**src/rtl/evt_irq_pkg.sv**
```systemverilog
// Package: shared constants and types for the interrupt controller.
// Assumes an 8-bit register bus and at most three source groups.
package evt_irq_pkg;
    localparam int          REG_W     = 8;
    localparam logic [7:0]  STAT_BASE = 8'hDA;   // status/clear registers
    localparam logic [7:0]  ENA_BASE  = 8'hE0;   // enable registers
    localparam logic [7:0]  CTL_ADDR  = 8'hE3;   // control register
    localparam int          SWP_BIT   = 7;       // software-post enable bit

    typedef struct packed {
        logic             we;
        logic [7:0]       addr;
        logic [REG_W-1:0] data;
    } reg_wr_t;
endpackage

```
**src/rtl/evt_flag_bank.sv**
```systemverilog
// Module: one posted flag per source.
// Set by an event, by a software post or held; cleared by a software clear
// or by an acknowledge. An event always beats a clear in the same cycle.
// Assumes wr_sel_i/wr_bits_i are already decoded per source by the parent.
module evt_flag_bank #(
    parameter int N_SRC = 24,
    parameter int VEC_W = 5
) (
    input  logic             clk_i,
    input  logic             rst_n_i,
    input  logic [N_SRC-1:0] evt_i,
    input  logic [N_SRC-1:0] wr_sel_i,
    input  logic [N_SRC-1:0] wr_bits_i,
    input  logic             swp_en_i,
    input  logic             ack_i,
    input  logic [VEC_W-1:0] ack_vec_i,
    output logic [N_SRC-1:0] flags_o
);
    logic [N_SRC-1:0] flag_q;

    for (genvar i = 0; i < N_SRC; i++) begin : g_bit
        logic set_c, clr_c;

        // Decode the set and clear causes for this source.
        always_comb begin
            set_c = evt_i[i] | (wr_sel_i[i] & swp_en_i & wr_bits_i[i]);
            clr_c = (wr_sel_i[i] & ~swp_en_i & ~wr_bits_i[i])
                  | (ack_i & (ack_vec_i == VEC_W'(i)));
        end

        // Flag register: set wins over clear.
        always_ff @(posedge clk_i) begin
            if (!rst_n_i)      flag_q[i] <= 1'b0;
            else if (set_c)    flag_q[i] <= 1'b1;
            else if (clr_c)    flag_q[i] <= 1'b0;
        end

        assert_evt_sets_R2: assert property (@(posedge clk_i) disable iff (!rst_n_i)
            evt_i[i] |=> flag_q[i]);
        assert_swclr_R5: assert property (@(posedge clk_i) disable iff (!rst_n_i)
            (wr_sel_i[i] && !swp_en_i && !wr_bits_i[i] && !evt_i[i]) |=> !flag_q[i]);
        assert_swpost_R6: assert property (@(posedge clk_i) disable iff (!rst_n_i)
            (wr_sel_i[i] && swp_en_i && wr_bits_i[i]) |=> flag_q[i]);
        assert_ack_clear_R9: assert property (@(posedge clk_i) disable iff (!rst_n_i)
            (ack_i && ack_vec_i == VEC_W'(i) && !evt_i[i]
             && !(wr_sel_i[i] && swp_en_i && wr_bits_i[i])) |=> !flag_q[i]);
        assert_hold_R7: assert property (@(posedge clk_i) disable iff (!rst_n_i)
            (flag_q[i] && !wr_sel_i[i] && !(ack_i && ack_vec_i == VEC_W'(i))) |=> flag_q[i]);
    end

    assign flags_o = flag_q;
endmodule

```
**src/rtl/evt_ena_regs.sv**
```systemverilog
// Module: per-source enable registers and the control register.
// Holds one enable bit per source in byte-wide groups plus the
// software-post enable; gives a read value and a hit flag for its range.
// Assumes at most three groups so the control register does not collide.
module evt_ena_regs
    import evt_irq_pkg::*;
#(
    parameter int N_SRC = 24
) (
    input  logic             clk_i,
    input  logic             rst_n_i,
    input  reg_wr_t          wr_i,
    input  logic [7:0]       rd_addr_i,
    output logic [N_SRC-1:0] ena_o,
    output logic             swp_en_o,
    output logic [REG_W-1:0] rdata_o,
    output logic             hit_o
);
    localparam int N_GRP = (N_SRC + REG_W - 1) / REG_W;
    localparam int PAD_W = N_GRP * REG_W;

    logic [N_SRC-1:0] ena_q;
    logic             swp_q;
    logic [PAD_W-1:0] ena_pad;

    assign ena_pad = PAD_W'(ena_q);

    for (genvar i = 0; i < N_SRC; i++) begin : g_ena
        // Enable bit i captures its byte lane on a write to its group.
        always_ff @(posedge clk_i) begin
            if (!rst_n_i)
                ena_q[i] <= 1'b0;
            else if (wr_i.we && wr_i.addr == ENA_BASE + 8'(i / REG_W))
                ena_q[i] <= wr_i.data[i % REG_W];
        end
    end

    // Software-post enable lives in the control register.
    always_ff @(posedge clk_i) begin
        if (!rst_n_i)
            swp_q <= 1'b0;
        else if (wr_i.we && wr_i.addr == CTL_ADDR)
            swp_q <= wr_i.data[SWP_BIT];
    end

    // Read mux over the enable groups and the control register.
    always_comb begin
        rdata_o = '0;
        hit_o   = 1'b0;
        for (int g = 0; g < N_GRP; g++) begin
            if (rd_addr_i == ENA_BASE + 8'(g)) begin
                rdata_o = ena_pad[g*REG_W +: REG_W];
                hit_o   = 1'b1;
            end
        end
        if (rd_addr_i == CTL_ADDR) begin
            rdata_o          = '0;
            rdata_o[SWP_BIT] = swp_q;
            hit_o            = 1'b1;
        end
    end

    assign ena_o    = ena_q;
    assign swp_en_o = swp_q;

    assert_ctl_write_R4: assert property (@(posedge clk_i) disable iff (!rst_n_i)
        (wr_i.we && wr_i.addr == CTL_ADDR) |=> (swp_en_o == $past(wr_i.data[SWP_BIT])));
    assert_ctl_low_zero_R4: assert property (@(posedge clk_i) disable iff (!rst_n_i)
        (rd_addr_i == CTL_ADDR) |-> (rdata_o[SWP_BIT-1:0] == '0));
endmodule

```
**src/rtl/evt_prio_enc.sv**
```systemverilog
// Module: fixed-priority encoder, lowest index wins.
// Purely combinational; assumes VEC_W bits can name every input.
module evt_prio_enc #(
    parameter int N     = 24,
    parameter int VEC_W = 5
) (
    input  logic [N-1:0]     pend_i,
    output logic             req_o,
    output logic [VEC_W-1:0] vec_o
);
    // Scan from the top so the lowest pending index is the final value.
    always_comb begin
        req_o = 1'b0;
        vec_o = '0;
        for (int i = N - 1; i >= 0; i--) begin
            if (pend_i[i]) begin
                req_o = 1'b1;
                vec_o = VEC_W'(i);
            end
        end
    end
endmodule

```
**src/rtl/evt_irq_ctrl.sv**
```systemverilog
// Module: top of the maskable interrupt controller.
// Decodes register writes to the status/clear registers, gates the posted
// flags with the enable bits and feeds the priority encoder.
// Assumes N_SRC <= 24 (three groups) and a combinational read path.
module evt_irq_ctrl
    import evt_irq_pkg::*;
#(
    parameter int N_SRC = 24,
    parameter int VEC_W = 5
) (
    input  logic             clk_i,
    input  logic             rst_n_i,
    input  logic [N_SRC-1:0] evt_i,
    input  logic             reg_we_i,
    input  logic [7:0]       reg_addr_i,
    input  logic [7:0]       reg_wdata_i,
    output logic [7:0]       reg_rdata_o,
    input  logic             ack_i,
    input  logic [VEC_W-1:0] ack_vec_i,
    output logic             irq_req_o,
    output logic [VEC_W-1:0] irq_vec_o
);
    localparam int N_GRP = (N_SRC + REG_W - 1) / REG_W;
    localparam int PAD_W = N_GRP * REG_W;

    reg_wr_t          wr;
    logic [N_SRC-1:0] wr_sel, wr_bits, flags, ena, pend;
    logic [PAD_W-1:0] flags_pad;
    logic             swp_en, ena_hit;
    logic [REG_W-1:0] ena_rdata;

    assign wr = '{we: reg_we_i, addr: reg_addr_i, data: reg_wdata_i};

    // Spread a status/clear write onto the sources of the addressed group.
    always_comb begin
        for (int i = 0; i < N_SRC; i++) begin
            wr_sel[i]  = wr.we && (wr.addr == STAT_BASE + 8'(i / REG_W));
            wr_bits[i] = wr.data[i % REG_W];
        end
    end

    evt_flag_bank #(.N_SRC(N_SRC), .VEC_W(VEC_W)) u_flags (
        .clk_i     (clk_i),
        .rst_n_i   (rst_n_i),
        .evt_i     (evt_i),
        .wr_sel_i  (wr_sel),
        .wr_bits_i (wr_bits),
        .swp_en_i  (swp_en),
        .ack_i     (ack_i),
        .ack_vec_i (ack_vec_i),
        .flags_o   (flags)
    );

    evt_ena_regs #(.N_SRC(N_SRC)) u_ena (
        .clk_i     (clk_i),
        .rst_n_i   (rst_n_i),
        .wr_i      (wr),
        .rd_addr_i (reg_addr_i),
        .ena_o     (ena),
        .swp_en_o  (swp_en),
        .rdata_o   (ena_rdata),
        .hit_o     (ena_hit)
    );

    assign pend = flags & ena;

    evt_prio_enc #(.N(N_SRC), .VEC_W(VEC_W)) u_enc (
        .pend_i (pend),
        .req_o  (irq_req_o),
        .vec_o  (irq_vec_o)
    );

    assign flags_pad = PAD_W'(flags);

    // Read mux: status groups, then the enable/control range.
    always_comb begin
        reg_rdata_o = '0;
        for (int g = 0; g < N_GRP; g++) begin
            if (reg_addr_i == STAT_BASE + 8'(g))
                reg_rdata_o = flags_pad[g*REG_W +: REG_W];
        end
        if (ena_hit)
            reg_rdata_o = ena_rdata;
    end

    assert_req_has_source_R3: assert property (@(posedge clk_i) disable iff (!rst_n_i)
        irq_req_o |-> (flags[irq_vec_o] && ena[irq_vec_o]));
    assert_idle_no_req_R3: assert property (@(posedge clk_i) disable iff (!rst_n_i)
        ((flags & ena) == '0) |-> !irq_req_o);
    assert_lowest_wins_R8: assert property (@(posedge clk_i) disable iff (!rst_n_i)
        irq_req_o |-> ((flags & ena & ((N_SRC'(1) << irq_vec_o) - N_SRC'(1))) == '0));
    assert_reset_clear_R10: assert property (@(posedge clk_i)
        !rst_n_i |=> (flags == '0 && ena == '0 && !swp_en));
endmodule

```
**config.mk**
```make
export PLATFORM = sky130hd
export DESIGN_NAME = evt_irq_ctrl
export DESIGN_NICKNAME = d
export VERILOG_FILES = /design/src/rtl/evt_irq_pkg.sv /design/src/rtl/evt_flag_bank.sv /design/src/rtl/evt_ena_regs.sv /design/src/rtl/evt_prio_enc.sv /design/src/rtl/evt_irq_ctrl.sv
export SDC_FILE = /design/constraint.sdc
export NUM_CORES = 1
export LEC_CHECK = 0
export BUFFER_PORTS_ARGS = -buffer_cell sky130_fd_sc_hd__buf_2
export CAP_MARGIN = 25
export CORE_ASPECT_RATIO = 0.75
export CORE_MARGIN = 2
export CORE_UTILIZATION = 50
export CTS_CLUSTER_SIZE = 28
export DETAILED_ROUTE_END_ITERATION = 12
export PLACE_DENSITY_LB_ADDON = 0.1
export SLEW_MARGIN = 20
export SYNTH_ARGS = -nofsm -noshare
export SYNTH_HDL_FRONTEND = slang
export SYNTH_HIERARCHICAL = 1
export SYNTH_SLANG_ARGS = --single-unit
```
**constraint.sdc**
```tcl
create_clock -name clk_i -period 2.2 [get_ports clk_i]
set_input_delay 0.33 -clock clk_i [delete_from_list [all_inputs] [get_ports clk_i]]
set_output_delay 0.33 -clock clk_i [all_outputs]
set_load 0.01 [all_outputs]
```
==> impl_metrics.py <==
metrics = {
    "outcome": {
        "outcome": "finished, violations left",
        "violations": "setup timing",
    },
    "floorplanning": {
        "coreArea_sq_um": 6320,
        "initial_core_util_pct": 51.8,
        "dieArea_sq_um": 7210,
        "die_x_um": 97.4,
        "fp.dieH_um": 74.0,
        "ios": 63,
        "rows": 25,
    },
    "logic_synthesis": {
        "syn_inst": 391,
        "ys_ff_latch": 49,
        "avgSynthCellArea_sq_um": 8.36,
        "syn-num-nets": 440,
        "synth_area_leader_cell": "dfxtp_1",
        "seq_area_frac_synth_pct": 30.0,
        "synth_cell_type_count": 49,
        "synth_top_area_share_pct": 30.0,
        "ys_warn_count": 6,
        "synth_area_leaders": "dfxtp_1 30%, mux2i_1 9.8%, o221ai_1 6.4%, nand2_1 5.4%, nand2b_1 5.2%",
        "netlist_area_sq_um": 3270,
        "synth_flop_cell": "dfxtp_1",
        "synthArstFlopShare_pct": 0,
        "synth-edff-count": 0,
    },
    "drt": {
        "drt_wl_total_um": 10200,
        "drtIter0Drc": 224,
        "drt_first_pass_iters": 5,
        "drtAntennaViolNets": 0,
        "detail_route.vias_per_cell": 6.28,
        "dr_total_vias": 3431,
        "wl_per_cell_um": 18.6,
        "drc_errors": 0,
    },
    "timing": {
        "relSlewSlack_pct": 52.1,
        "final.min_clock_period_ns": 2.23,
        "tightest_slew_ns": 0.719,
        "period_share_pct": 101,
        "timing.hold.ws_ns": 0.285,
        "fin_ws_ns": -0.0254,
        "final-setup-viol-count": 2,
        "fmax_ghz": 0.449,
        "rsz0062_at_grt": "yes",
        "slew_violations": 0,
        "skew_ns": 0.00772,
        "final_hold_viol_count": 0,
    },
    "clock_tree": {
        "cts_sinks": 49,
        "clock_latency_ns": 0.30,
        "cts_tree": "done",
        "numCtsBuffers": 5,
        "cts_hold_buffers": 0,
        "htreeDepth": 2,
        "ctsRootBufferMaster": "clkbuf_8",
        "cts_buffer_depth": 2,
        "cts.reportedPaths.clkPinSlew_ns": 0.09,
    },
    "critical_path": {
        "worstSetupPathType": "flip-flop to output pin",
        "worstPathArrival_ns": 1.90,
        "end_kind": "output pin",
        "crit_fanout": 2,
        "worstPathRequired_ns": 1.87,
        "critPathLaunchType": "flip-flop",
    },
    "min_path": {
        "hp-class": "input pin to flip-flop",
    },
    "grt": {
        "grtUsageTotal_pct": 27.9,
        "overflow": 0,
        "grt_first_pass_wirelength_um": 16000,
        "grt_max_degree": 50,
        "grt_pass1_vias": 3066,
        "antenna_found_initial": 0,
    },
    "layout": {
        "drive_above_1_share_pct": 26.9,
        "nNetsFinal": 513,
        "areaGrowthSynthToFinish_pct": 21.2,
        "layout_common_cells": "62 x buf_2, 47 x nand2_1, 40 x dfxtp_1",
        "n_antenna_cell": 0,
        "final_common_cell": "buf_2",
        "instances_no_fill": 546,
    },
    "pwr": {
        "power_switching_share_pct": 26.3,
        "p_int_uw": 1250,
        "power_density_nw_per_um2": 428,
        "seqPwrFrac_pct": 55.9,
        "worst_ir_drop_vdd_mv": 0.266,
        "switching_power_uw": 446,
        "p_leak_uw": 0.00157,
        "clkPwrFrac_pct": 30.4,
        "comb_power_share_pct": 13.7,
    },
    "placed_design": {
        "dpl.cell_count": 532,
        "routabilityCongestion": 0.904,
        "dp_hpwl_um": 7640,
        "port_buffers": 62,
    },
    "run": {
        "cap_violations": 0,
    },
}
## repair_timing
item	CTS	global route
pin swaps	7	4
buffers inserted	5	1
gates resized for setup	22	10
setup endpoints to repair	4	9
## final timing paths
kind	startpoint	endpoint	slack, ns	depth (start not counted)
max	u_ena/ena_o[19]	irq_vec_o[2]	-0.03	6
min	evt_i[0]	u_flags/flags_o[0]	0.29	3
max reg2reg	u_ena/swp_en_o	u_flags/flags_o[6]	0.92	4
min reg2reg	u_ena/ena_o[13]	u_ena/ena_o[13]	0.48	2
## worst max-delay path, cell delays in order (launching register included)
cell      delay, ns
dfxtp_2        0.34
and2_4         0.16
or4_4          0.57
o21ai_4        0.15
nand2_1        0.07
a21boi_1       0.16
buf_2          0.14
## power groups by stage
stage	Clock, uW	Sequential [uW]	Combinational, uW
2_1_floorplan	0	955	118
3_3_place_gp	0	968	218
3_5_place_dp	0	968	225
4_1_cts	526	948	228
5_1_grt	560	953	252
6_report	516	949	233
## flip-flops by register name (all words and copies together), names as in the netlist
register / flops
u_ena/ena_o: 24
u_ena/swp_en_o: 1
u_flags/flags_o: 24
## Yosys cell counts, types with 2 or more instances
library cell	count
a21boi_0	20
nor3_4	2
o21ai_1	2
mux2i_1	32
nand2_1	47
and4b_1	2
buf_2	3
a21oi_1	9
o31ai_1	8
or4_4	2
clkbuf_1	13
nor4_1	6
o211ai_1	2
nor2b_1	6
nand4b_1	3
nand4bb_1	3
and2_1	25
nor2_1	24
dfxtp_1	49
inv_1	5
a21boi_1	5
o221ai_1	24
buf_1	2
or3_1	2
a2bb2oi_1	15
nand2b_1	27
o21bai_1	3
a31oi_1	24
nor3_1	6
## per-layer routing
layer  GRT usage, %  share of wire [%]  up-vias
li1               -                  -     1634
met1           38.7                 46     1639
met2           46.0                 45      145
met3           4.61                7.3       13
met4           7.56                1.2        0
met5              0                  0        -
## metrics by stage
stage	worst slack (ns)	TNS [ns]	instance area [sq um]	total power [uW]	util [%]
after floorplan	0.269	0	3270	1070	-
after global placement	0.122	0	3740	1190	59.2
after detailed placement	0.0830	0	3740	1190	59.2
after CTS	-0.0291	-0.0682	3920	1700	62.0
after global routing	-0.150	-0.397	3960	1770	62.7
final	-0.0254	-0.0495	3960	1700	62.7
## area by class of cell
type	count	area [sq um]
Multi-Input combinational cell	317	2270
Clock buffer	8	80.1
Inverter	5	18.8
Fill cell	589	2350
Sequential cell	49	992
Tap cell	81	101
Timing Repair Buffer	86	503
## cell families after synthesis
| group | after synthesis | share of synthesized area, % |
|---|---|---|
| and+or+nand+nor | 166 | 29.2 |
| AOI/OAI and AO/OA | 118 | 27.0 |
| muxes | 33 | 10.5 |
| buffers and inverters | 25 | 3.33 |
| DFF | 49 | 30.0 |
No activity file was read; power rests on OpenSTA's default activity.
